<file path="src/rtl/irq_redir_pkg.sv">
package irq_redir_pkg;
  localparam int IDX_W    = 8;
  localparam int DATA_W   = 32;
  localparam int VEC_W    = 8;
  localparam int DMODE_W  = 3;
  localparam int IDX_ID   = 0;
  localparam int IDX_VER  = 1;
  localparam int IDX_ARB  = 2;
  localparam int TBL_BASE = 16;
  localparam logic [7:0] VER_CODE = 8'h20;

  typedef struct packed {
    logic               mask;
    logic               trig;   // 1 = level
    logic [DMODE_W-1:0] dmode;
    logic [VEC_W-1:0]   vec;
  } redir_t;

  localparam redir_t ENTRY_RST = '{mask: 1'b1, trig: 1'b0, dmode: '0, vec: '0};
endpackage

</file>
<file path="src/rtl/irq_redir_regs.sv">
module irq_redir_regs
  import irq_redir_pkg::*;
#(
  parameter int NUM_LINES = 8
) (
  input  logic                          clk,
  input  logic                          rst_n,
  input  logic                          reg_we,
  input  logic [IDX_W-1:0]              reg_idx,
  input  logic [DATA_W-1:0]             reg_wdata,
  input  logic [NUM_LINES-1:0]          remote,
  output logic [DATA_W-1:0]             reg_rdata,
  output redir_t [NUM_LINES-1:0]        entries,
  output logic [3:0]                    id_field
);
  localparam logic [7:0] TOP_IDX = 8'(NUM_LINES - 1);

  redir_t [NUM_LINES-1:0] ent_q, ent_d;
  logic [3:0]             id_q, id_d;

  // next state
  always_comb begin
    ent_d = ent_q;
    id_d  = id_q;
    if (reg_we) begin
      if (reg_idx == IDX_W'(IDX_ID)) id_d = reg_wdata[27:24];
      for (int n = 0; n < NUM_LINES; n++) begin
        if (reg_idx == IDX_W'(TBL_BASE + 2*n)) begin
          ent_d[n].vec   = reg_wdata[7:0];
          ent_d[n].dmode = reg_wdata[10:8];
          ent_d[n].trig  = reg_wdata[15];
          ent_d[n].mask  = reg_wdata[16];
        end
      end
    end
  end

  // registers
  always_ff @(posedge clk or negedge rst_n) begin
    if (!rst_n) begin
      id_q <= '0;
      for (int n = 0; n < NUM_LINES; n++) ent_q[n] <= ENTRY_RST;
    end else begin
      id_q  <= id_d;
      ent_q <= ent_d;
    end
  end

  // read mux; the arbitration word mirrors the stored ID field
  always_comb begin
    reg_rdata = '0;
    if (reg_idx == IDX_W'(IDX_ID) || reg_idx == IDX_W'(IDX_ARB))
      reg_rdata = {4'h0, id_q, 24'h0};
    else if (reg_idx == IDX_W'(IDX_VER))
      reg_rdata = {8'h00, TOP_IDX, 8'h00, VER_CODE};
    for (int n = 0; n < NUM_LINES; n++) begin
      if (reg_idx == IDX_W'(TBL_BASE + 2*n))
        reg_rdata = {15'h0, ent_q[n].mask, ent_q[n].trig, remote[n], 3'b000,
                     ent_q[n].dmode, ent_q[n].vec};
    end
  end

  assign entries  = ent_q;
  assign id_field = id_q;
endmodule

</file>
<file path="src/rtl/irq_line_ctl.sv">
module irq_line_ctl
  import irq_redir_pkg::*;
(
  input  logic             clk,
  input  logic             rst_n,
  input  logic             line,
  input  redir_t           entry,
  input  logic             load,
  input  logic             eoi_valid,
  input  logic [VEC_W-1:0] eoi_vector,
  output logic             req,
  output logic             remote
);
  logic prev_q, pend_q, remote_q;
  logic prev_d, pend_d, remote_d;
  logic rise, eoi_hit;

  assign rise    = line & ~prev_q;
  assign eoi_hit = eoi_valid && (eoi_vector == entry.vec);

  always_comb begin
    prev_d = line;
    // a fresh capture wins over the clear from a same-cycle load
    if (entry.trig) pend_d = 1'b0;
    else            pend_d = (pend_q & ~load) | (rise & ~entry.mask);

    if (!entry.trig)  remote_d = 1'b0;
    else if (load)    remote_d = 1'b1;
    else if (eoi_hit) remote_d = 1'b0;
    else              remote_d = remote_q;
  end

  always_ff @(posedge clk or negedge rst_n) begin
    if (!rst_n) begin
      prev_q   <= 1'b0;
      pend_q   <= 1'b0;
      remote_q <= 1'b0;
    end else begin
      prev_q   <= prev_d;
      pend_q   <= pend_d;
      remote_q <= remote_d;
    end
  end

  assign req    = entry.trig ? (line & ~entry.mask & ~remote_q) : pend_q;
  assign remote = remote_q;
endmodule

</file>
<file path="src/rtl/irq_pick.sv">
module irq_pick
  import irq_redir_pkg::*;
#(
  parameter int NUM_LINES = 8
) (
  input  logic [NUM_LINES-1:0]            req,
  input  redir_t [NUM_LINES-1:0]          entries,
  output logic [NUM_LINES-1:0]            grant,
  output logic                            any,
  output logic [VEC_W-1:0]                win_vec,
  output logic                            win_lvl
);
  always_comb begin
    grant   = '0;
    any     = 1'b0;
    win_vec = '0;
    win_lvl = 1'b0;
    // strict compare keeps the lower line on equal vectors
    for (int i = 0; i < NUM_LINES; i++) begin
      if (req[i] && (!any || entries[i].vec > win_vec)) begin
        grant    = '0;
        grant[i] = 1'b1;
        any      = 1'b1;
        win_vec  = entries[i].vec;
        win_lvl  = entries[i].trig;
      end
    end
  end
endmodule

</file>
<file path="src/rtl/irq_redir_ctrl.sv">
module irq_redir_ctrl
  import irq_redir_pkg::*;
#(
  parameter int NUM_LINES = 8
) (
  input  logic                 clk,
  input  logic                 rst_n,
  input  logic                 reg_we,
  input  logic [7:0]           reg_idx,
  input  logic [31:0]          reg_wdata,
  output logic [31:0]          reg_rdata,
  input  logic [NUM_LINES-1:0] irq_in,
  input  logic                 eoi_valid,
  input  logic [7:0]           eoi_vector,
  output logic                 msg_valid,
  input  logic                 msg_ready,
  output logic [7:0]           msg_vector,
  output logic                 msg_level
);
  // reset: asserted asynchronously, released on the clock
  logic rst_s1_q, rst_int_n;
  always_ff @(posedge clk or negedge rst_n) begin
    if (!rst_n) begin
      rst_s1_q  <= 1'b0;
      rst_int_n <= 1'b0;
    end else begin
      rst_s1_q  <= 1'b1;
      rst_int_n <= rst_s1_q;
    end
  end

  redir_t [NUM_LINES-1:0] entries;
  logic [NUM_LINES-1:0]   remote, req, grant, line_load;
  logic [3:0]             id_field;
  logic                   any, win_lvl, load;
  logic [VEC_W-1:0]       win_vec;

  irq_redir_regs #(.NUM_LINES(NUM_LINES)) u_regs (
    .clk(clk), .rst_n(rst_int_n), .reg_we(reg_we), .reg_idx(reg_idx),
    .reg_wdata(reg_wdata), .remote(remote), .reg_rdata(reg_rdata),
    .entries(entries), .id_field(id_field)
  );

  for (genvar g = 0; g < NUM_LINES; g++) begin : g_line
    irq_line_ctl u_line (
      .clk(clk), .rst_n(rst_int_n), .line(irq_in[g]), .entry(entries[g]),
      .load(line_load[g]), .eoi_valid(eoi_valid), .eoi_vector(eoi_vector),
      .req(req[g]), .remote(remote[g])
    );
  end

  irq_pick #(.NUM_LINES(NUM_LINES)) u_pick (
    .req(req), .entries(entries), .grant(grant), .any(any),
    .win_vec(win_vec), .win_lvl(win_lvl)
  );

  // one-deep output slot, refilled in the cycle it drains
  logic             slot_v_q, slot_v_d, slot_lvl_q, slot_lvl_d, slot_en;
  logic [VEC_W-1:0] slot_vec_q, slot_vec_d;

  assign load      = any && (!slot_v_q || msg_ready);
  assign line_load = grant & {NUM_LINES{load}};
  assign slot_en   = load || msg_ready;

  always_comb begin
    slot_v_d   = load;
    slot_vec_d = load ? win_vec : slot_vec_q;
    slot_lvl_d = load ? win_lvl : slot_lvl_q;
  end

  always_ff @(posedge clk or negedge rst_int_n) begin
    if (!rst_int_n) begin
      slot_v_q   <= 1'b0;
      slot_vec_q <= '0;
      slot_lvl_q <= 1'b0;
    end else if (slot_en) begin
      slot_v_q   <= slot_v_d;
      slot_vec_q <= slot_vec_d;
      slot_lvl_q <= slot_lvl_d;
    end
  end

  assign msg_valid  = slot_v_q;
  assign msg_vector = slot_vec_q;
  assign msg_level  = slot_lvl_q;
endmodule

</file>
<file path="config.mk">
export PLATFORM = sky130hd
export DESIGN_NAME = irq_redir_ctrl
export DESIGN_NICKNAME = d
export VERILOG_FILES = /design/src/rtl/irq_redir_pkg.sv /design/src/rtl/irq_redir_regs.sv /design/src/rtl/irq_line_ctl.sv /design/src/rtl/irq_pick.sv /design/src/rtl/irq_redir_ctrl.sv
export SDC_FILE = /design/constraint.sdc
export NUM_CORES = 1
export LEC_CHECK = 0
export ABC_AREA = 1
export BUFFER_PORTS_ARGS = -buffer_cell sky130_fd_sc_hd__buf_4
export CORE_MARGIN = 2
export CORE_UTILIZATION = 50
export DETAILED_ROUTE_END_ITERATION = 7
export PLACE_DENSITY = 0.83
export SKIP_LAST_GASP = 1
export SLEW_MARGIN = 25
export SYNTH_ARGS = -nofsm -noshare
export SYNTH_HDL_FRONTEND = slang
export SYNTH_SLANG_ARGS = --single-unit
</file>
<file path="constraint.sdc">
create_clock -name clk -period 4.3 [get_ports clk]
set_input_delay 0.43 -clock clk [delete_from_list [all_inputs] [get_ports clk]]
set_output_delay 0.43 -clock clk [all_outputs]
set_load 0.02 [all_outputs]
</file>
==> out/metrics.yaml <==
wl_per_cell_um: 22.80
critPathTopFamily: "simple AND/OR/NAND/NOR gates"
area_growth_syn_to_layout_pct: 51.24
postRouteAntennaNets: 0
ioPinCount: 103
worst_skew_pair.late_latency_ns: 0.44
antennaDiodeCount: 0
hold_path.class: "in -> reg"
rsz0062_at_grt: "true"
ys_types: 53
status: "complete, but fails checks"
coreArea_um2: 18640
p_per_area_nw_per_um2: 1013
synth_cells: 1268
cts_tree: "built"
holdWs_ns: 0.1046
path_class: "reg -> reg"
startpoint_type: "flop"
cts_sinks: 144
final_common_cell: "buf_4"
final_cell_mix: "buf_4 (317), nand2_1 (279), dfrtp_1 (135)"
drv_cap: 0
cp.required_ns: 4.64
grt_use_total_pct: 38.51
cp_data_arrival_time_ns: 11.04
drive_gt1_share_pct: 40.70
slew_violations: 0
finalSetupViolations: 25
cts_buffers: 17
fin_util_pct: 76.74
relSlewSlack_pct: 33.72
cp-startpoint: "u_regs.entries[12]"
hp-start: "irq_in[6]"
drc_errors: 0
place_congestion: 1.009
critPathSlowestCell: "dfstp_2"
rows: 50
fmax_mhz: 93.38
hold_viol_final: 0
dp.cells: 1755
fin_crit_sh_pct: 249.0
synth_seq_cells: 144
final.setup_skew_ns: 0.01596
tightest_slew_ns: 0.9918
die_w_um: 141.6
htreeDepth: 4
critPathMaxFanout: 8
port_buffers: 75
min_period_ns: 10.71
dr.first_iter.drc_count: 1418
grt_pass1_wl_um: 58590
synth_area_um2: 9460
antenna_found_initial: 1
max_stage_delay_ns: 0.40
fp.dieH_um: 141.6
reg2reg_from: "u_regs.entries[12]"
start_util_pct: 50.74
clk_path_buf_depth: 2
overflow: 0
place_hpwl_um: 26480
ys_seq_area_share_pct: 38.20
drt_wl_total_um: 41970
cp-end-kind: "flop"
fin_cells: 1841
synth_area_per_cell_um2: 7.461
grt_max_degree: 67
ir_drop_mv: 0.8392
clk_pin_slew_worst_paths_ns: 0.07
nets: 1711
drtPass1Iterations: 6
grt_pass1_vias: 10910
ctsRootBufferMaster: "clkbuf_16"
synth_warnings: 0
die-area_um2: 20040
crit_top_cell: "nand2_1"
critPathBufInv: 12
leakage_nw: 6.912
violations: "setup timing"
layout_setup_ws_ns: -6.408
vias_per_cell: 6.188
via_count: 11390
==> worst reg2reg max path, delay by kind of cell, from the launching register on <==
family          cells  cell delay (ns)
simple gates       51             4.98
compound gates     14             2.05
fa+ha+maj           7             1.89
buf+inv            12             1.28
flops               1             0.40
==> worst paths after layout <==
check	slack [ns]	end	depth (start not counted)
worst max-delay path	-6.41	g_line[0].u_line.pend_q	84
worst min-delay path	0.10	g_line[6].u_line.prev_q	1
worst max register to register	-6.41	g_line[0].u_line.pend_q	84
worst min register to register	0.23	u_regs.entries[102]	0
max in group asynchronous	2.90	u_regs.entries[12]	2
min in group asynchronous	0.23	u_regs.entries[102]	0
==> where the power goes <==
group          internal, mW  total, mW  switching, mW
sequential             1.50       1.60          0.102
combinational          5.08       11.3           6.24
clock                 0.849       1.57          0.719
total                  7.43       14.5           7.06
==> sequential cells by signal (all words and copies together), names as in the netlist, 4 cells and up <==
register              flops
g_line.u_line.pend_q      8
g_line.u_line.prev_q      8
g_line.u_line.remote      8
msg_vector                8
u_regs.entries          104
u_regs.id_field           4
==> cell families after synthesis <==
| kind of cell | share of synthesized area [%] |
|---|---|
| AOI/OAI and AO/OA | 18.25 |
| xor gates and xnor gates | 1.759 |
| adders and majority gates | 7.406 |
| buffers and inverters | 9.271 |
| DFF | 38.20 |
| other | 0.07938 |
| and+or+nand+nor | 25.04 |
==> cells in the mapped netlist, drive strengths merged <==
library cell  count  share of area, %
nand2           359                15
inv             156               6.2
dfrtp           136                36
o21ai           135               7.1
nand3            83               4.4
nor2             64               2.9
a21oi            56               3.0
ha               56               7.4
clkbuf           25              0.99
o22ai            24               1.7
buf              23               1.8
a221oi           14               1.3
nand4            12              0.86
and2             11              0.73
xor2             10              0.93
xnor2             9              0.83
a22o              8              0.74
clkinv            8              0.32
dfstp             8               2.2
nor3              8              0.53
o2111ai           8              0.74
o211ai            8              0.63
or2               7              0.46
a2111oi           5              0.46
nor4              5              0.46
a211oi            4              0.32
o21a              4              0.32
o21bai            3              0.24
o221ai            3              0.28
o41ai             3              0.28
a21boi            2              0.16
a21o              2              0.16
a31oi             2              0.13
a32o              2              0.21
conb              2             0.079
o31ai             2              0.36
a41oi             1             0.093
==> what timing repair did <==
action	CTS	global route
hold buffers	1	0
cloned	6	0
hold endpoints to repair	2	0
setup buffers	27	19
resized for setup	165	126
endpoints found under the setup margin	25	25
pin swaps	76	105
==> routing by layer <==
layer  track usage [%]  up-vias  routed length [µm]
li1                  -     4881                   -
met1             49.02     5430               15550
met2             61.39      848               19260
met3             8.809      233                4585
met4             20.37        0                2569
met5                 0        -                   0
==> final cells by class <==
type / instances / area, µm²
Inverter: 164 / 666.9
Sequential cell: 144 / 3617
Timing Repair inverter: 2 / 22.52
Timing Repair Buffer: 338 / 2670
Tap cell: 234 / 292.8
Fill cell: 1143 / 4335
Clock inverter: 14 / 167.7
Multi-Input combinational cell: 927 / 6431
Clock buffer: 18 / 439.2
==> through the flow <==
stage	area, µm²	worst slack, ns	setup TNS, ns	power, mW
2_1_floorplan	9721	-4.783	-117.79	5.864
3_5_place_dp	11910	-6.375	-157.58	8.898
6_report	14310	-6.408	-158.66	14.49
3_3_place_gp	11910	-6.072	-149.37	8.675
5_1_grt	14310	-6.886	-170.56	15.08
4_1_cts	13540	-5.589	-137.10	12.13
Power figures use the tool's default switching activity.
